`src/rtl/twin_pred_pkg.sv`:
```
package twin_pred_pkg;
  typedef enum logic [2:0] {
    MASK_ALL     = 3'd0,
    MASK_GPR     = 3'd1,
    MASK_GPR_INV = 3'd2,
    MASK_ONEHOT  = 3'd3,
    MASK_CR      = 3'd4
  } mask_mode_e;

  localparam int unsigned CR_FLD_W  = 4;
  localparam int unsigned CR_FIRST  = 4;
endpackage

```
`src/rtl/twin_pred_mask.sv`:
```
module twin_pred_mask
  import twin_pred_pkg::*;
#(
  parameter int unsigned XLEN   = 64,
  parameter int unsigned MAX_VL = 64,
  parameter int unsigned CR_W   = 32
) (
  input  logic [2:0]        mode_i,
  input  logic [XLEN-1:0]   gpr_i,
  input  logic [CR_W-1:0]   cr_i,
  input  logic [1:0]        crbit_i,
  output logic [MAX_VL-1:0] mask_o
);
  localparam int unsigned N_FLD = CR_W / CR_FLD_W;
  localparam int unsigned N_CR  = (N_FLD > CR_FIRST) ? N_FLD - CR_FIRST : 0;
  localparam int unsigned IDX_W = $clog2(MAX_VL);

  logic [MAX_VL-1:0] cr_mask;
  logic [MAX_VL-1:0] oh_mask;

  for (genvar i = 0; i < MAX_VL; i++) begin : g_cr
    if (i < N_CR) begin : g_fld
      logic [CR_FLD_W-1:0] fld;
      assign fld        = cr_i[(CR_FIRST+i)*CR_FLD_W +: CR_FLD_W];
      assign cr_mask[i] = fld[crbit_i];
    end else begin : g_none
      assign cr_mask[i] = 1'b0;
    end
  end

  always_comb begin
    oh_mask = '0;
    if (gpr_i < XLEN'(MAX_VL)) oh_mask[gpr_i[IDX_W-1:0]] = 1'b1;
  end

  always_comb begin
    unique case (mode_i)
      MASK_ALL:     mask_o = '1;
      MASK_GPR:     mask_o = MAX_VL'(gpr_i);
      MASK_GPR_INV: mask_o = ~MAX_VL'(gpr_i);
      MASK_ONEHOT:  mask_o = oh_mask;
      MASK_CR:      mask_o = cr_mask;
      default:      mask_o = '0;
    endcase
  end
endmodule

```
`src/rtl/twin_pred_find.sv`:
```
module twin_pred_find #(
  parameter int unsigned MAX_VL = 64,
  parameter int unsigned STEP_W = 7
) (
  input  logic [MAX_VL-1:0] mask_i,
  input  logic [STEP_W-1:0] step_i,
  input  logic [STEP_W-1:0] vl_i,
  output logic [STEP_W-1:0] pos_o,
  output logic              hit_o
);
  // lowest enabled element in [step, vl)
  always_comb begin
    hit_o = 1'b0;
    pos_o = '0;
    for (int i = MAX_VL - 1; i >= 0; i--) begin
      if (mask_i[i] && (STEP_W'(i) >= step_i) && (STEP_W'(i) < vl_i)) begin
        hit_o = 1'b1;
        pos_o = STEP_W'(i);
      end
    end
  end
endmodule

```
`src/rtl/twin_pred_seq.sv`:
```
module twin_pred_seq
  import twin_pred_pkg::*;
#(
  parameter int unsigned XLEN   = 64,
  parameter int unsigned MAX_VL = 64,
  parameter int unsigned STEP_W = 7,
  parameter int unsigned REG_W  = 5,
  parameter int unsigned CR_W   = 32
) (
  input  logic              clk_i,
  input  logic              rst_ni,
  input  logic              start_i,
  input  logic [STEP_W-1:0] vl_i,
  input  logic [STEP_W-1:0] srcstep_i,
  input  logic [STEP_W-1:0] dststep_i,
  input  logic [2:0]        src_mode_i,
  input  logic [2:0]        dst_mode_i,
  input  logic [XLEN-1:0]   src_gpr_i,
  input  logic [XLEN-1:0]   dst_gpr_i,
  input  logic [CR_W-1:0]   cr_i,
  input  logic [1:0]        src_crbit_i,
  input  logic [1:0]        dst_crbit_i,
  input  logic [REG_W-1:0]  src_base_i,
  input  logic [REG_W-1:0]  dst_base_i,
  input  logic [XLEN-1:0]   src_data_i,
  output logic              we_o,
  output logic [REG_W-1:0]  src_idx_o,
  output logic [REG_W-1:0]  dst_idx_o,
  output logic [XLEN-1:0]   wdata_o,
  output logic              done_o,
  output logic [STEP_W-1:0] src_step_o,
  output logic [STEP_W-1:0] dst_step_o
);
  localparam logic [STEP_W-1:0] VL_CAP = STEP_W'(MAX_VL);
  localparam int unsigned       BYTE_W = 8;

  logic              busy_q;
  logic [STEP_W-1:0] vl_q, ss_q, ds_q;
  logic [MAX_VL-1:0] smask_q, dmask_q;
  logic [REG_W-1:0]  sbase_q, dbase_q;

  logic [MAX_VL-1:0] smask_d, dmask_d;
  logic [STEP_W-1:0] s_pos, d_pos;
  logic              s_hit, d_hit, fire, load;

  twin_pred_mask #(.XLEN(XLEN), .MAX_VL(MAX_VL), .CR_W(CR_W)) u_smask (
    .mode_i(src_mode_i), .gpr_i(src_gpr_i), .cr_i(cr_i),
    .crbit_i(src_crbit_i), .mask_o(smask_d)
  );

  twin_pred_mask #(.XLEN(XLEN), .MAX_VL(MAX_VL), .CR_W(CR_W)) u_dmask (
    .mode_i(dst_mode_i), .gpr_i(dst_gpr_i), .cr_i(cr_i),
    .crbit_i(dst_crbit_i), .mask_o(dmask_d)
  );

  twin_pred_find #(.MAX_VL(MAX_VL), .STEP_W(STEP_W)) u_sfind (
    .mask_i(smask_q), .step_i(ss_q), .vl_i(vl_q), .pos_o(s_pos), .hit_o(s_hit)
  );

  twin_pred_find #(.MAX_VL(MAX_VL), .STEP_W(STEP_W)) u_dfind (
    .mask_i(dmask_q), .step_i(ds_q), .vl_i(vl_q), .pos_o(d_pos), .hit_o(d_hit)
  );

  assign load   = start_i & ~busy_q;
  assign fire   = busy_q & s_hit & d_hit;
  assign done_o = busy_q & ~fire;

  assign we_o       = fire;
  assign src_idx_o  = sbase_q + REG_W'(s_pos);
  assign dst_idx_o  = dbase_q + REG_W'(d_pos);
  assign wdata_o    = {{(XLEN-BYTE_W){src_data_i[BYTE_W-1]}}, src_data_i[BYTE_W-1:0]};
  assign src_step_o = ss_q;
  assign dst_step_o = ds_q;

  always_ff @(posedge clk_i or negedge rst_ni) begin
    if (!rst_ni) begin
      busy_q  <= 1'b0;
      vl_q    <= '0;
      ss_q    <= '0;
      ds_q    <= '0;
      smask_q <= '0;
      dmask_q <= '0;
      sbase_q <= '0;
      dbase_q <= '0;
    end else if (load) begin
      busy_q  <= 1'b1;
      vl_q    <= (vl_i > VL_CAP) ? VL_CAP : vl_i;
      ss_q    <= srcstep_i;
      ds_q    <= dststep_i;
      smask_q <= smask_d;
      dmask_q <= dmask_d;
      sbase_q <= src_base_i;
      dbase_q <= dst_base_i;
    end else if (fire) begin
      ss_q <= s_pos + 1'b1;
      ds_q <= d_pos + 1'b1;
    end else if (done_o) begin
      busy_q <= 1'b0;
    end
  end
endmodule

```
`config.mk`:
```
export PLATFORM = sky130hd
export DESIGN_NAME = twin_pred_seq
export DESIGN_NICKNAME = d
export VERILOG_FILES = /design/src/rtl/twin_pred_pkg.sv /design/src/rtl/twin_pred_mask.sv /design/src/rtl/twin_pred_find.sv /design/src/rtl/twin_pred_seq.sv
export SDC_FILE = /design/constraint.sdc
export NUM_CORES = 1
export LEC_CHECK = 0
export ABC_AREA = 0
export BUFFER_PORTS_ARGS = -buffer_cell sky130_fd_sc_hd__clkbuf_2
export CAP_MARGIN = 30
export CORE_MARGIN = 2
export CORE_UTILIZATION = 61
export CTS_BUF_LIST = sky130_fd_sc_hd__clkbuf_2 sky130_fd_sc_hd__clkbuf_4 sky130_fd_sc_hd__clkbuf_8
export CTS_CLUSTER_DIAMETER = 60
export DETAILED_ROUTE_END_ITERATION = 16
export PLACE_DENSITY = 0.89
export SLEW_MARGIN = 20
export SYNTH_ARGS = -nofsm -noshare
export SYNTH_HDL_FRONTEND = slang
export SYNTH_SLANG_ARGS = --single-unit
```
`constraint.sdc`:
```
create_clock -name clk_i -period 11.4 [get_ports clk_i]
set_input_delay 1.14 -clock clk_i [delete_from_list [all_inputs] [get_ports clk_i]]
set_output_delay 1.14 -clock clk_i [all_outputs]
set_load 0.1 [all_outputs]
```
== Yosys cells after proc, flatten, opt, wreduce, memory -nomap -nowiden ==
Index checks and enable logic that the tools add are counted.

* Output and inout bits: 90
* Register bits after elaboration: 160
* Word-level logic and storage cells: 781
* Bits of input ports: 268

* Multiplexer cells: 288
* Bitwise logic cells: 8
* Reduce and logical (&&, ||, !) cells: 263
* Add/sub/neg operators: 4
* Eq/ne operators: 9
* Magnitude comparators: 201

{| class="wikitable"
|+ Operators by type and width
! cell !! number
|-
| 6-bit 2-to-1 mux || 128
|-
| 64-bit one-hot mux with 5 select lines || 2
|-
| 6-bit by 7-bit >= comparator with 1-bit output (first input constant) || 64
|-
| 1-bit logical AND || 258
|-
| 5-bit by 7-bit >= comparator with 1-bit output (first input constant) || 32
|-
| 6-bit by 7-bit < comparator with 1-bit output (first input constant) || 32
|-
| 1-bit 2-to-1 mux || 141
|-
| 64-bit by 7-bit < comparator with 1-bit output (second input constant) || 2
|-
| 64-bit 2-to-1 mux || 2
|-
| 64-bit inverter || 2
|-
| 4-bit by 7-bit >= comparator with 1-bit output (first input constant) || 16
|-
| 5-bit by 7-bit < comparator with 1-bit output (first input constant) || 16
|-
| 3-bit by 7-bit >= comparator with 1-bit output (first input constant) || 8
|-
| 4-bit by 7-bit < comparator with 1-bit output (first input constant) || 8
|-
| 7-bit 2-to-1 mux || 5
|-
| 1-bit by 7-bit >= comparator with 1-bit output (first input constant) || 4
|-
| 2-bit by 7-bit >= comparator with 1-bit output (first input constant) || 4
|-
| 3-bit by 7-bit < comparator with 1-bit output (first input constant) || 4
|-
| 1-bit binary-select mux with 2-bit select || 8
|-
| 7-bit by 1-bit adder with 7-bit output (second input constant) || 2
|-
| 1-bit by 7-bit < comparator with 1-bit output (first input constant) || 2
|-
| 2-bit by 7-bit < comparator with 1-bit output (first input constant) || 2
|-
| 6-bit by 7-bit < comparator with 1-bit output (second input constant) || 2
|-
| 1-bit demux with 6-bit select || 2
|-
| 13 further kinds || 27
|}

== Longest topological paths before layout ==
* Depth after elaboration: 74
* Depth in mapped cells: 19
* Depth with buffers taken out: 16

== Modules after synthesis ==
Synthesis repeated with hierarchy kept, for this count alone.

* Cells, all modules: 2192
* Area, all modules: 15972.8 um^2

{| class="wikitable"
|+ By module, submodules not included
! module !! sequential area each (um^2) !! cells an instance !! area each (um^2) !! instances
|-
| twin_pred_seq || 4003.8 || 817 || 7064.3 || 1
|-
| twin_pred_find || 0.0 || 410 || 2451.1 || 2
|-
| twin_pred_mask at u_smask || 0.0 || 290 || 2042.0 || 1
|-
| twin_pred_mask at u_dmask || 0.0 || 265 || 1964.4 || 1
|}

== Least setup slack after synthesis ==
Ideal clock, no wire load.

* Path kind: reg-to-output
* Start point: reg ss_q[1] (netlist: src_step_o[1])
* End point: out src_idx_o[4]
* Path slack: 4.477 ns
* Data required time: 10.260 ns
* Data arrival time: 5.783 ns
* Buffers on the path: 3
* Stages on the path, launching flop included: 20
* Cell sequence: dfrtp_1 -> buf_2 -> clkbuf_1 -> buf_1 -> nand3_1 -> o211a_1 -> a31oi_1 -> o2111ai_1 -> a221o_1 -> a21oi_1 -> o41ai_1 -> a31oi_1 -> ha_1 -> inv_1 -> fa_1 -> inv_1 -> a21o_1 -> a21oi_1 -> xor2_1 -> xnor2_1

* Longest elaborated chain between the ends: 68
* Elaborated cells on any way between the ends: 257
* Those cells by class: add/sub (1); order compare (64); mux (64); reduce/logical (128)

{| class="wikitable"
|+ RTL lines
! element !! RTL line !! source
|-
| from (decl) || twin_pred_seq.sv:38 || <nowiki>logic [STEP_W-1:0] vl_q, ss_q, ds_q;</nowiki>
|-
| from (signal assigned) || twin_pred_seq.sv:88 || <nowiki>ss_q <= srcstep_i;</nowiki>
|-
| from (signal assigned) || twin_pred_seq.sv:95 || <nowiki>ss_q <= s_pos + 1'b1;</nowiki>
|-
| 6-bit by 7-bit >= comparator with 1-bit output || twin_pred_find.sv:16 || <nowiki>if (mask_i[i] && (STEP_W'(i) >= step_i) && (STEP_W'(i) < vl_i)) begin</nowiki>
|-
| 1-bit logical AND (2 in series) || twin_pred_find.sv:16 ||
|-
| 6-bit 2-to-1 mux (63 in series) || twin_pred_find.sv:16 ||
|-
| 6-bit 2-to-1 mux (*) || twin_pred_find.sv:16 ||
|-
| 5-bit adder (*) || twin_pred_seq.sv:69 || <nowiki>assign src_idx_o = sbase_q + REG_W'(s_pos);</nowiki>
|-
| to (decl) || twin_pred_seq.sv:27 || <nowiki>output logic [REG_W-1:0] src_idx_o,</nowiki>
|}

Mark *: on every way between the ends. The rest lies on a longest branch, timed or not.

== Final worst setup path ==
* Start point: reg vl_q[0]
* End point: out src_idx_o[4]

* Longest elaborated chain between the ends: 67
* Elaborated cells on any way between the ends: 193
* Those cells by class: add/sub (1); order compare (64); mux (64); reduce/logical (64)

{| class="wikitable"
|+ RTL lines
! element !! RTL line !! source
|-
| from (decl) || twin_pred_seq.sv:38 ||
|-
| from (signal assigned) || twin_pred_seq.sv:87 || <nowiki>vl_q <= (vl_i > VL_CAP) ? VL_CAP : vl_i;</nowiki>
|-
| 6-bit by 7-bit < comparator with 1-bit output || twin_pred_find.sv:16 ||
|-
| 1-bit logical AND || twin_pred_find.sv:16 ||
|-
| 6-bit 2-to-1 mux (63 in series) || twin_pred_find.sv:16 ||
|-
| 6-bit 2-to-1 mux (*) || twin_pred_find.sv:16 ||
|-
| 5-bit adder (*) || twin_pred_seq.sv:69 ||
|}

Marks and branches as above.

==> metrics.txt <==
compound-gate portion of the synthesized area=34.2%; HP Class=reg2reg; Pins Over Slew Limit=0; Root Buffer=clkbuf_8; detailed placement HPWL=45.3 mm; #FFs+latches synth=160; min Tclk post-route=7200 ps; first-pass GRT wire length=90.2 mm; RSZ-0062 raised after global routing=false; Worst Reg-to-Reg Cells=12; Clock Skews=19.1 ps; share of cells above drive strength 1=20.9%; Peak supply drop=0.00129 V; WL per Instance=26.2 um; setup TNS=0 ps; worst endpoint required time=10260 ps; Max Cap Viol=0; Setup crit end kind=output port; Post-synth EDFFs=0; Post-layout nets=2244; gr ovfl total=0; Post-CTS Repair Setup Buffers=0; Final setup viols=0; Tot Pwr=5.15 mW; ranking of synthesized cells by area=dfrtp_1, mux2_2, o21ai_0; CTS tree=built; clock tree sinks=160; core area=24500 sq um; Netlist Area Pre-Place=15200 sq um; Filler cells=2074; Max FO, Critical Path=20; initial antenna violation count=1; initial detailed-routing violation count=2732; area share of fa/ha/maj cells after synthesis=1.00%; Cell Chain, Critical Path=o21ai_0 -> a21oi_1 -> nand3_1 -> o21ai_0 -> a211o_1 -> a211oi_1 -> o41ai_1 -> a31oi_1 -> ha_1 -> inv_1 -> fa_1 -> inv_1 -> a21o_1 -> a21oi_1 -> xor2_1 -> xnor2_1 -> clkbuf_2; Synth Area in XOR/XNOR=0.804%; H-tree depth=4; Slew HR=25.1%; Setup CP Type=reg2out; register clock-pin slew on the reported worst setup and hold paths=100 ps; Simple-Gate Fraction of Synth Area=23.0%; Main synth FF type=dfrtp_1; post-route ant nets=0; largest net degree at the start of global routing=83; num ports=358; DR vias=17035; area grow syn2layout=7.10%; Final Cycle Share=63.2%; status=finished clean; crit path DAT=6060 ps; most common cell after layout, fill and taps aside=clkbuf_2; Slowest cell on crit path=o21ai_0; Die H=162 um; Die X=162 um; hold path cells=2; Avg Inst Size Synth=7.89 sq um; FMAX=139 MHz; post-synth top area share=26.3%; CP startpoint kind=flop; # DRC=0; initial core utilization=62.3%; leak pwr=6.86 nW; mux share of post-synthesis cell area=5.91%; ys async rst share=100%; Longest Clk Path Bufs=2; GPL Wtd Cong=1.07; Syn Nets=2211; row cnt=57; DIE AREA=26300 sq um; Via density=7.40; P per Cell Area=315 nW/um^2; critical path's largest stage delay=970 ps; Distinct cells, synth=97; most frequent cells in the layout=clkbuf_2, nand2_1, dfrtp_1; area leader, netlist=dfrtp_1; ant diodes=0; input/output buffers=213; Clk Latency, worst-skew pair=480 ps; TritonRoute pass-1 iters=9; Hold Fails Final Rpt=0; register area share after synthesis=26.3%; cts bufs inserted=17; Post-Route WL=60.4 mm; via count of the first global-routing pass=15258; Ys Warns=0; slew at the pin with the worst max-slew slack=1110 ps; main combinational cell family by area after synthesis=compound AO/OA/AOI/OAI gates; PostCTS Resize Cnt=0; overall routing resource usage=44.6%; Mapped Cells=1932; hold buffer count at CTS=0
-- power by group --
part           total, mW  switching [mW]  internal, mW
registers           1.00           0.256         0.746
logic               3.66            2.76         0.906
clock network      0.489           0.258         0.231
total               5.15            3.27          1.88
-- worst max-delay path, delay by kind of cell (launching register included) --
kind,cells,cell delay [ps]
AO/OA/AOI/OAI,9,2970
XOR/XNOR,2,370
adder cells (fa/ha/maj),2,670
buffers and inverters,3,630
flip-flops,1,680
AND/OR/NAND/NOR,1,260
-- area by class of cell --
class                   count  area [sq um]  share of cell area [%]
multi-input cells        1498          9930                    60.8
clock buffers              18           248                    1.52
repair buffers            246          1400                    8.57
flip-flops and latches    160          4000                    24.5
well taps                 324           405                    2.48
inverters                  42           158                   0.965
clock inverters            14           189                    1.16
-- routing by layer --
metal	GRT usage [%]	share of wire [%]
met5	0	0.027
met3	12.4	14
met1	62.2	39
met2	64.6	41
met4	19.8	5.1
-- synth_stat cells (41+ instances only) --
library cell,number
nor2b_1,81
buf_4,66
nand3_1,51
mux2_2,64
nor4_1,41
o22ai_1,77
dfrtp_1,160
clkbuf_1,116
o21ai_0,139
a22o_1,64
inv_1,42
nand2_1,185
nor2_1,70
a21oi_1,129
a211oi_1,74
nand4_1,48
-- registers in the layout, indices dropped and copies added (netlist names) --
| signal | cells |
|---|---|
| dbase_q | 5 |
| sbase_q | 5 |
| dst_step_o | 7 |
| busy_q | 1 |
| smask_q | 64 |
| src_step_o | 7 |
| dmask_q | 64 |
| vl_q | 7 |
-- path summary, 6_finish.rpt --
kind / from / to / slack (ps)
min in group asynchronous: rst_ni / smask_q[28] / 650
max in group asynchronous: rst_ni / dmask_q[63] / 9590
setup reg to reg: vl_q[5] / dst_step_o[1] / 6490
hold / removal: dmask_q[57] / dmask_q[57] / 500
setup / recovery: vl_q[0] / src_idx_o[4] / 4200
hold reg to reg: dmask_q[57] / dmask_q[57] / 500
-- kinds of logic after synthesis --
logic type,after synthesis
AOI/OAI and AO/OA,749
xor gates and xnor gates,14
adders and majority gates,11
buffers and inverters,274
DFF,160
muxes,72
and+or+nand+nor,652
-- metrics by stage --
step / cell area, sq um / cells / hold slack (ps) / setup slack, ps / utilization, %
global placement: 15800 / 2264 / 460 / 4850 / 64.5
floorplan: 15200 / 1932 / 441 / 4480 / -
global route: 16300 / 2302 / 514 / 3980 / 66.8
finish: 16300 / 2302 / 498 / 4200 / 66.8
detailed placement: 15800 / 2264 / 468 / 4720 / 64.5
CTS: 16200 / 2296 / 491 / 4200 / 66.3
Note: power is estimated with default switching activity, not from simulation.
